===== src/rtl/msi_cap_pkg.sv =====
package msi_cap_pkg;

    localparam int REG_AW      = 12;
    localparam int WORD_W      = 32;
    localparam int MADDR_W     = 64;
    localparam int VEC_PER_BNK = 32;

    localparam logic [REG_AW-1:0] OFS_TGT_LO = 12'h820;
    localparam logic [REG_AW-1:0] OFS_TGT_HI = 12'h824;
    localparam int                OFS_BANK0  = 'h828;
    localparam int                BNK_STRIDE = 12;

    typedef enum logic [1:0] {
        FLD_ENABLE = 2'd0,
        FLD_MASK   = 2'd1,
        FLD_STATUS = 2'd2
    } bank_field_e;

    typedef struct packed {
        logic               valid;
        logic [MADDR_W-1:0] addr;
        logic [WORD_W-1:0]  data;
    } mem_wr_t;

    typedef struct packed {
        logic              we;
        logic [REG_AW-1:0] addr;
        logic [WORD_W-1:0] wdata;
    } reg_wr_t;

    function automatic logic [REG_AW-1:0] bank_reg_ofs(input int bank, input bank_field_e fld);
        int ofs;
        ofs = OFS_BANK0 + BNK_STRIDE * bank + 4 * int'(fld);
        return ofs[REG_AW-1:0];
    endfunction

endpackage


===== src/rtl/msi_target_match.sv =====
module msi_target_match
    import msi_cap_pkg::*;
(
    input  logic              clk,
    input  logic              rst,
    input  reg_wr_t           cfg,
    input  mem_wr_t           inb,
    output mem_wr_t           fwd,
    output logic              msg_hit,
    output logic [WORD_W-1:0] tgt_lo,
    output logic [WORD_W-1:0] tgt_hi
);

    always_ff @(posedge clk) begin
        if (rst) begin
            tgt_lo <= '0;
            tgt_hi <= '0;
        end else if (cfg.we) begin
            if (cfg.addr == OFS_TGT_LO) tgt_lo <= cfg.wdata;
            if (cfg.addr == OFS_TGT_HI) tgt_hi <= cfg.wdata;
        end
    end

    always_comb begin
        msg_hit   = inb.valid && (inb.addr == {tgt_hi, tgt_lo});
        fwd.valid = inb.valid && !msg_hit;
        fwd.addr  = inb.addr;
        fwd.data  = inb.data;
    end

    // a non-matching write must leave the block untouched
    p_forward_untouched_r4: assert property (@(posedge clk) disable iff (rst)
        (inb.valid && (inb.addr != {tgt_hi, tgt_lo})) |->
            (fwd.valid && fwd.addr == inb.addr && fwd.data == inb.data));

    // a matching write is consumed
    p_consumed_r4: assert property (@(posedge clk) disable iff (rst)
        msg_hit |-> !fwd.valid);

endmodule


===== src/rtl/msi_vector_decode.sv =====
module msi_vector_decode
    import msi_cap_pkg::*;
#(
    parameter int NUM_BANKS = 8
)(
    input  logic                                  clk,
    input  logic                                  rst,
    input  logic                                  msg_hit,
    input  logic [WORD_W-1:0]                     vec_num,
    output logic [NUM_BANKS-1:0][VEC_PER_BNK-1:0] set_req
);

    localparam int SEL_W = $clog2(VEC_PER_BNK);
    localparam int HI_W  = WORD_W - SEL_W;

    logic [VEC_PER_BNK-1:0] bit_onehot;

    assign bit_onehot = VEC_PER_BNK'(1) << vec_num[SEL_W-1:0];

    for (genvar b = 0; b < NUM_BANKS; b++) begin : g_bank_sel
        // upper bits must equal the bank index; anything beyond the last bank matches none
        assign set_req[b] = (msg_hit && vec_num[WORD_W-1:SEL_W] == HI_W'(b)) ? bit_onehot : '0;
    end

    // a message requests at most one status bit in the whole block
    p_single_request_r9: assert property (@(posedge clk) disable iff (rst)
        $onehot0(set_req));

endmodule


===== src/rtl/msi_bank.sv =====
module msi_bank
    import msi_cap_pkg::*;
#(
    parameter int BANK_IDX = 0
)(
    input  logic                   clk,
    input  logic                   rst,
    input  reg_wr_t                regw,
    input  logic [VEC_PER_BNK-1:0] set_req,
    output logic [VEC_PER_BNK-1:0] enable,
    output logic [VEC_PER_BNK-1:0] mask,
    output logic [VEC_PER_BNK-1:0] status,
    output logic                   pending
);

    localparam logic [REG_AW-1:0] A_EN = bank_reg_ofs(BANK_IDX, FLD_ENABLE);
    localparam logic [REG_AW-1:0] A_MK = bank_reg_ofs(BANK_IDX, FLD_MASK);
    localparam logic [REG_AW-1:0] A_ST = bank_reg_ofs(BANK_IDX, FLD_STATUS);

    logic [VEC_PER_BNK-1:0] clr_bits;
    logic [VEC_PER_BNK-1:0] accept;

    assign clr_bits = (regw.we && regw.addr == A_ST) ? regw.wdata : '0;
    assign accept   = set_req & enable;

    always_ff @(posedge clk) begin
        if (rst) begin
            enable <= '0;
            mask   <= '0;
            status <= '0;
        end else begin
            if (regw.we && regw.addr == A_EN) enable <= regw.wdata;
            if (regw.we && regw.addr == A_MK) mask   <= regw.wdata;
            // clear first, then arrivals: an arrival on a bit being cleared survives
            status <= (status & ~clr_bits) | accept;
        end
    end

    assign pending = |(status & ~mask);

    // a status bit only rises when its enable was set
    p_rise_needs_enable_r6: assert property (@(posedge clk) disable iff (rst)
        (status & ~$past(status) & ~$past(enable)) == '0);

    // bits written as one are gone unless a vector hit them in that cycle
    p_w1c_clears_r7: assert property (@(posedge clk) disable iff (rst)
        (regw.we && regw.addr == A_ST) |=> ((status & $past(regw.wdata & ~set_req)) == '0));

    // an enabled arrival is always recorded, even against a clear
    p_arrival_wins_r10: assert property (@(posedge clk) disable iff (rst)
        (set_req != '0) |=> ((~status & $past(set_req & enable)) == '0));

endmodule


===== src/rtl/msi_capture_ctrl.sv =====
module msi_capture_ctrl
    import msi_cap_pkg::*;
#(
    parameter int NUM_BANKS = 8
)(
    input  logic               clk,
    input  logic               rst,
    input  logic               in_valid,
    input  logic [MADDR_W-1:0] in_addr,
    input  logic [WORD_W-1:0]  in_data,
    output logic               pass_valid,
    output logic [MADDR_W-1:0] pass_addr,
    output logic [WORD_W-1:0]  pass_data,
    input  logic               reg_we,
    input  logic [REG_AW-1:0]  reg_addr,
    input  logic [WORD_W-1:0]  reg_wdata,
    output logic [WORD_W-1:0]  reg_rdata,
    output logic               irq
);

    localparam int LAST_OFS = OFS_BANK0 + BNK_STRIDE * NUM_BANKS;

    mem_wr_t inb, fwd;
    reg_wr_t regw;
    logic    msg_hit;
    logic [WORD_W-1:0] tgt_lo, tgt_hi;

    logic [NUM_BANKS-1:0][VEC_PER_BNK-1:0] set_req;
    logic [NUM_BANKS-1:0][VEC_PER_BNK-1:0] bank_en, bank_mk, bank_st;
    logic [NUM_BANKS-1:0]                  bank_pend;

    initial begin
        if (LAST_OFS > (1 << REG_AW)) $error("bank registers exceed the register window");
    end

    assign inb  = '{valid: in_valid, addr: in_addr, data: in_data};
    assign regw = '{we: reg_we, addr: reg_addr, wdata: reg_wdata};

    msi_target_match u_match (
        .clk     (clk),
        .rst     (rst),
        .cfg     (regw),
        .inb     (inb),
        .fwd     (fwd),
        .msg_hit (msg_hit),
        .tgt_lo  (tgt_lo),
        .tgt_hi  (tgt_hi)
    );

    assign pass_valid = fwd.valid;
    assign pass_addr  = fwd.addr;
    assign pass_data  = fwd.data;

    msi_vector_decode #(.NUM_BANKS(NUM_BANKS)) u_decode (
        .clk     (clk),
        .rst     (rst),
        .msg_hit (msg_hit),
        .vec_num (in_data),
        .set_req (set_req)
    );

    for (genvar b = 0; b < NUM_BANKS; b++) begin : g_bank
        msi_bank #(.BANK_IDX(b)) u_bank (
            .clk     (clk),
            .rst     (rst),
            .regw    (regw),
            .set_req (set_req[b]),
            .enable  (bank_en[b]),
            .mask    (bank_mk[b]),
            .status  (bank_st[b]),
            .pending (bank_pend[b])
        );
    end

    assign irq = |bank_pend;

    always_comb begin
        reg_rdata = '0;
        if (reg_addr == OFS_TGT_LO) reg_rdata = tgt_lo;
        if (reg_addr == OFS_TGT_HI) reg_rdata = tgt_hi;
        for (int b = 0; b < NUM_BANKS; b++) begin
            if (reg_addr == bank_reg_ofs(b, FLD_ENABLE)) reg_rdata = bank_en[b];
            if (reg_addr == bank_reg_ofs(b, FLD_MASK))   reg_rdata = bank_mk[b];
            if (reg_addr == bank_reg_ofs(b, FLD_STATUS)) reg_rdata = bank_st[b];
        end
    end

    // the line stays low while every pending bit is masked
    p_irq_needs_unmasked_r8: assert property (@(posedge clk) disable iff (rst)
        irq |-> ((bank_st & ~bank_mk) != '0));

    // the cycle after reset nothing is pending
    p_reset_quiet_r1: assert property (@(posedge clk)
        $past(rst) |-> !irq);

endmodule


===== config.mk =====
export PLATFORM = sky130hd
export DESIGN_NAME = msi_capture_ctrl
export DESIGN_NICKNAME = d
export VERILOG_FILES = /design/src/rtl/msi_cap_pkg.sv /design/src/rtl/msi_target_match.sv /design/src/rtl/msi_vector_decode.sv /design/src/rtl/msi_bank.sv /design/src/rtl/msi_capture_ctrl.sv
export SDC_FILE = /design/constraint.sdc
export NUM_CORES = 2
export LEC_CHECK = 0
export BUFFER_PORTS_ARGS = -buffer_cell sky130_fd_sc_hd__buf_2
export CORE_AREA = 4 4 338 340
export CTS_BUF_LIST = sky130_fd_sc_hd__clkbuf_4 sky130_fd_sc_hd__clkbuf_8
export CTS_CLUSTER_SIZE = 12
export DETAILED_ROUTE_END_ITERATION = 10
export DIE_AREA = 0 0 342 344
export PLACE_DENSITY_LB_ADDON = 0.05
export SYNTH_ARGS = -nofsm -noshare
export SYNTH_HDL_FRONTEND = slang
export SYNTH_HIERARCHICAL = 1
export SYNTH_SLANG_ARGS = --single-unit

===== constraint.sdc =====
create_clock -name clk -period 4.5 [get_ports clk]
set_input_delay 0.9 -clock clk [delete_from_list [all_inputs] [get_ports clk]]
set_output_delay 0.9 -clock clk [all_outputs]
set_load 0.03 [all_outputs]

* Word level (Yosys, flattened, before mapping)
Cells that the tools add are included.
Word-level totals: register bits after elaboration 832, output and inout bits 130
Cells by class: equality and inequality tests 34, shift-type cells 1, muxes and demuxes 42, bitwise gates (word level) 48, reductions and logical operators 39
Operator list (number):
- $mux W32 | 42
- $and A32 B32 Y32 | 24
- $not A32 Y32 | 16
- $eq A12 B12 Y1 const B | 26
- $or A32 B32 Y32 | 8
- $reduce_or A256 Y1 | 1
- $eq A27 B3 Y1 const B | 4
- $eq A64 B64 Y1 | 1
- $eq A27 B2 Y1 const B | 2
- $logic_and A1 B1 Y1 | 34
- $shl A1 B5 Y32 const A | 1
- $eq A27 B1 Y1 const B | 1
- $logic_not A27 Y1 | 1
- $reduce_and A2 Y1 | 2
- $logic_not A1 Y1 | 1

* Logic depth before layout (Yosys ltp)
depth after elaboration 27, gate-level depth with buffers 12, mapped depth without buffers 10

* Cells and area by module
Netlist, hierarchy kept.
By module, submodules not included:
- msi_bank (g_bank[1].u_bank ...) | times used 2, cells an instance 475, area each 3912.5 µm², seq. area each 1921.8 µm²
- msi_capture_ctrl | times used 1, cells an instance 1172, area each 7158.1 µm², seq. area each 0.0 µm²
- msi_bank (g_bank[3].u_bank) | times used 1, cells an instance 444, area each 4076.4 µm², seq. area each 1921.8 µm²
- msi_bank (g_bank[0].u_bank) | times used 1, cells an instance 508, area each 4062.6 µm², seq. area each 1921.8 µm²
- msi_bank (g_bank[4].u_bank) | times used 1, cells an instance 515, area each 4008.8 µm², seq. area each 1921.8 µm²
- msi_bank (g_bank[7].u_bank) | times used 1, cells an instance 442, area each 3839.9 µm², seq. area each 1921.8 µm²
- msi_bank (g_bank[2].u_bank) | times used 1, cells an instance 443, area each 3833.7 µm², seq. area each 1921.8 µm²
- msi_bank (g_bank[6].u_bank) | times used 1, cells an instance 443, area each 3821.2 µm², seq. area each 1921.8 µm²
- msi_target_match | times used 1, cells an instance 467, area each 3787.4 µm², seq. area each 1281.2 µm²
- msi_vector_decode | times used 1, cells an instance 379, area each 1886.8 µm², seq. area each 0.0 µm²

* Least setup slack after synthesis
No wires, ideal clock.
kind input -> output, start point input port reg_addr[6], end point output port reg_rdata[12], data arrival time 3.249 ns, path slack 0.351 ns, stages on the path 10, buffers on the path 3, cell sequence clkbuf_1 -> and4bb_1 -> nand3_1 -> nor2_1 -> buf_2 -> buf_2 -> a22oi_1 -> a21oi_1 -> o21ai_0 -> a31oi_1
Between the ends: longest elaborated chain between the ends 27
Ends and longest elaborated chain:
- from (decl) | line msi_capture_ctrl.sv:15 | input logic [REG_AW-1:0] reg_addr,
- $eq A12 B12 Y1 | line msi_capture_ctrl.sv:79 | if (reg_addr == OFS_TGT_LO) reg_rdata = tgt_lo;
- $mux W32 | line msi_capture_ctrl.sv:79
- $mux W32 | line msi_capture_ctrl.sv:80 | if (reg_addr == OFS_TGT_HI) reg_rdata = tgt_hi;
- $mux W32 | line msi_capture_ctrl.sv:82 | if (reg_addr == bank_reg_ofs(b, FLD_ENABLE)) reg_rdata = bank_en[b];
- $mux W32 | line msi_capture_ctrl.sv:83 | if (reg_addr == bank_reg_ofs(b, FLD_MASK)) reg_rdata = bank_mk[b];
- $mux W32 | line msi_capture_ctrl.sv:84 | if (reg_addr == bank_reg_ofs(b, FLD_STATUS)) reg_rdata = bank_st[b];
- $mux W32 | line msi_capture_ctrl.sv:82
- $mux W32 | line msi_capture_ctrl.sv:83
- (+11 left out)
- $mux W32 | line msi_capture_ctrl.sv:83
- $mux W32 | line msi_capture_ctrl.sv:84
- $mux W32 | line msi_capture_ctrl.sv:82
- $mux W32 | line msi_capture_ctrl.sv:83
- $mux W32 | line msi_capture_ctrl.sv:84
- $mux W32 | line msi_capture_ctrl.sv:82
- $mux W32 | line msi_capture_ctrl.sv:83
- $mux W32 * | line msi_capture_ctrl.sv:84
- to (decl) | line msi_capture_ctrl.sv:17 | output logic [WORD_W-1:0] reg_rdata,
Every way passes the cells marked *; elsewhere a longest branch is shown, timed or not.

* Worst setup path after layout
start point input port reg_addr[3], end point output port reg_rdata[13]
The elaborated chain is that of the path after synthesis.

==> results.json <==
{
  "status": "complete, but fails checks",
  "violations": "setup timing",
  "grt_first_pass_wirelength_um": 329000,
  "required_ns": 3.60,
  "synth_most_common_cell": "nand2_1",
  "synth_compound_area_frac": 0.248,
  "period_needed_ns": 4.56,
  "vias": 48500,
  "place.gp.congestion": 1.02,
  "viasPerCell": 6.22,
  "layout.cells.non_filler": 7795,
  "ys_seq_area_frac": 0.376,
  "num_rows": 123,
  "setup_ws_ns": -0.0573,
  "drc": 0,
  "final_max_slew_viol_count": 0,
  "die_area_um2": 118000,
  "core_um2": 112000,
  "synth_top_area_frac": 0.376,
  "synth.largest_area_cell": "dfxtp_1",
  "ys_warn_count": 6,
  "grt_pass1_vias": 43500,
  "clock-sinks": 832,
  "fin_util": 0.479,
  "yosys-top-cells-count": "nand2_1, dfxtp_1, a21oi_1, inv_1, nor3_1",
  "setup_viol": 2,
  "num-fill-cells": 11100,
  "io_pins": 274,
  "crit_chain": "buf_6, buf_4, nand2b_1, buf_4, nand2_1, nand2_4, buf_4, o2111ai_1, a211oi_1, o21ai_1, o2111a_2, buf_2",
  "finalNetCount": 6332,
  "routed_wirelength_um": 237000,
  "synth-main-ff-cell": "dfxtp_1",
  "tightest_slew_ns": 1.20,
  "clock-root-buffer": "clkbuf_8",
  "die_h_um": 344,
  "worstSetupStartpointType": "input port",
  "switchingPower_mw": 4.40,
  "netSwitchingFraction": 0.268,
  "seq_power_share": 0.449,
  "muxShareOfSynthArea": 0.0465,
  "cts_tree": "built",
  "drtAntennaViolNets": 0,
  "antenna_found_initial": 9,
  "synth_area_leaders": "dfxtp_1, nand2_1, a21oi_1",
  "hold_buffers": 0,
  "gr-usage-all-layers": 0.384,
  "finalCritPeriodShare": 1.01,
  "min-delay-path-class": "reg -> reg",
  "synth-adder-area-share": 0,
  "synthDistinctLibCells": 93,
  "layout-drive-gt1-share": 0.219,
  "syn_area_um2": 44300,
  "leakage_nw": 18.4,
  "cts_buffer_depth": 3,
  "floorplan.initialDensity": 0.397,
  "synth_xor_area_frac": 0.0127,
  "crit_buf_inv": 5,
  "clk_latency_ns": 0.89,
  "power_density_nw_per_um2": 307,
  "path_max_fanout": 12,
  "place_hpwl_um": 169000,
  "async_reset_ff_frac": 0,
  "slowest_stage": "a211oi_1",
  "max_freq_mhz": 219,
  "ctsHtreeMaxLevel": 4,
  "cp_slowest_stage_delay_ns": 0.57,
  "finalHoldViolCount": 0,
  "final_cell_area_um2": 53500,
  "synth_cells": 5763,
  "worstSetupEndpointType": "output port",
  "synth-simple-area-share": 0.226,
  "grt-ovfl-total": 0,
  "synth.avg_cell_area_um2": 7.69,
  "die_w_um": 342,
  "port_buffers": 273,
  "clk_pin_slew_ns": 0.05,
  "placed_area_um2": 48900,
  "grt_setup_unrepaired": "yes",
  "area_delta_synth_final_pct": 20.7,
  "cts_buffers": 156,
  "ys_seq_elements": 832,
  "p_clk_frac": 0.479,
  "first_pass_iters": 6,
  "synth_edf_count": 0,
  "ir_worst_vdd_mv": 0.208,
  "cpLargestDelayFamily": "compound AO/OA/AOI/OAI gates",
  "grt_max_degree": 118,
  "dp.cells": 7508,
  "finClkSkew_ns": 0.0481,
  "internal-power_mw": 12.0,
  "mappedNetlistNets": 5907,
  "crit_arrival_ns": 3.66,
  "p_comb_frac": 0.072,
  "wire_per_inst_um": 30.4,
  "dr.first_iter.drc_count": 7011,
  "slew_headroom": 0.198,
  "drv_cap": 0,
  "crit_type": "in -> out",
  "synth_top_family_by_area": "compound AO/OA/AOI/OAI gates",
  "path_common_cell": "buf_4"
}
kinds of logic after synthesis:
logic type / count (synthesis)
flip-flops: 832
AND/OR/NAND/NOR: 2115
XOR/XNOR: 64
buffers and inverters: 835
AO/OA/AOI/OAI: 1722
multiplexers: 195
sequential cells by signal, summed over array words and instances, names as in the netlist:
name and cells:
g_bank.u_bank/mask 256, u_match/tgt_lo 32, u_match/tgt_hi 32, g_bank.u_bank/status 256
g_bank.u_bank/enable 256
power groups by stage:
stage | clock network, mW | registers (mW) | logic (mW)
4_1_cts | 7.89 | 7.37 | 1.14
6_report | 7.86 | 7.37 | 1.18
3_5_place_dp | 0 | 7.53 | 1.12
3_3_place_gp | 0 | 7.53 | 1.12
2_1_floorplan | 0 | 7.53 | 0.526
5_1_grt | 8.20 | 7.36 | 1.21
through the flow:
| stage | total power, mW | worst slack, ns | hold WS (ns) | setup TNS [ns] |
|---|---|---|---|---|
| 6_report | 16.4 | -0.0573 | 0.466 | -0.0601 |
| 5_1_grt | 16.8 | -0.0613 | 0.489 | -0.180 |
| 3_5_place_dp | 8.65 | -0.736 | 0.452 | -14.69 |
| 2_1_floorplan | 8.05 | 0.351 | 0.437 | 0 |
| 4_1_cts | 16.4 | -0.0815 | 0.461 | -0.429 |
| 3_3_place_gp | 8.65 | -0.733 | 0.452 | -14.77 |
timing repair:
item | CTS | global route
gates resized for setup | 189 | 99
buffers inserted | 21 | 7
pin swaps | 80 | 63
setup endpoints to repair | 33 | 32
worst paths after layout:
| path | from | endpoint | slack [ns] | cells past startpoint |
|---|---|---|---|---|
| setup / recovery | reg_addr[3] | reg_rdata[13] | -0.06 | 12 |
| hold / removal | g_bank[7].u_bank/mask[31] | g_bank[7].u_bank/mask[31] | 0.47 | 2 |
| setup reg to reg | u_match/tgt_lo[2] | g_bank[2].u_bank/status[28] | 0.53 | 13 |
| hold reg to reg | g_bank[7].u_bank/mask[31] | g_bank[7].u_bank/mask[31] | 0.47 | 2 |
per-layer routing:
| layer | vias up | GRT usage | wire (um) |
|---|---|---|---|
| li1 | 21300 | - | - |
| met5 | - | 0 | 48 |
| met1 | 23600 | 0.551 | 101000 |
| met2 | 3001 | 0.547 | 97000 |
| met3 | 462 | 0.101 | 28400 |
| met4 | 8 | 0.148 | 9870 |
placed cells by master (no fill, tap or decap), types with 10 or more instances in the layout:
cell,Yosys,layout
nand2_1,1145,1132
dfxtp_1,832,832
a21oi_1,658,642
buf_4,110,436
inv_1,325,324
nor3_1,300,291
buf_2,64,235
nor2_1,239,227
o21ai_0,238,225
clkbuf_8,0,201
o22ai_1,202,193
a311oi_1,192,192
mux2i_1,172,172
a21oi_2,121,135
nand2b_1,70,70
xor2_1,64,64
buf_6,41,59
nor4_1,62,54
nor2b_1,47,46
o31ai_1,48,46
a22oi_1,48,45
nand4_1,43,43
clkbuf_4,0,39
buf_12,1,38
nand3b_1,37,37
o221ai_1,28,25
nand3_1,27,22
a221oi_1,24,20
nand2_2,10,19
a211oi_1,26,19
a221o_1,19,19
mux2_2,16,16
o21ai_1,11,15
nor4_4,7,14
nor3b_1,13,13
a31oi_1,17,12
and4_1,13,11
nor3_2,2,10
worst register-to-register path: cells and delay by family, from the launching register on:
kind	cells	cell delay, ns
buffers and inverters	3	0.65
AND/OR/NAND/NOR	7	1.94
XOR/XNOR	1	0.15
flip-flops	1	0.70
AO/OA/AOI/OAI	2	0.40
final cells by class:
class	count	area, um2	share of cell area
clock inverters	19	146	0.00274
diodes	6	15.0	0.000281
clock buffers	240	3060	0.0572
repair buffers	776	5990	0.112
well taps	1500	1880	0.0351
multi-input cells	4096	24500	0.458
flip-flops and latches	832	16700	0.312
inverters	326	1230	0.0230
No activity file was read; power rests on OpenSTA's default activity.
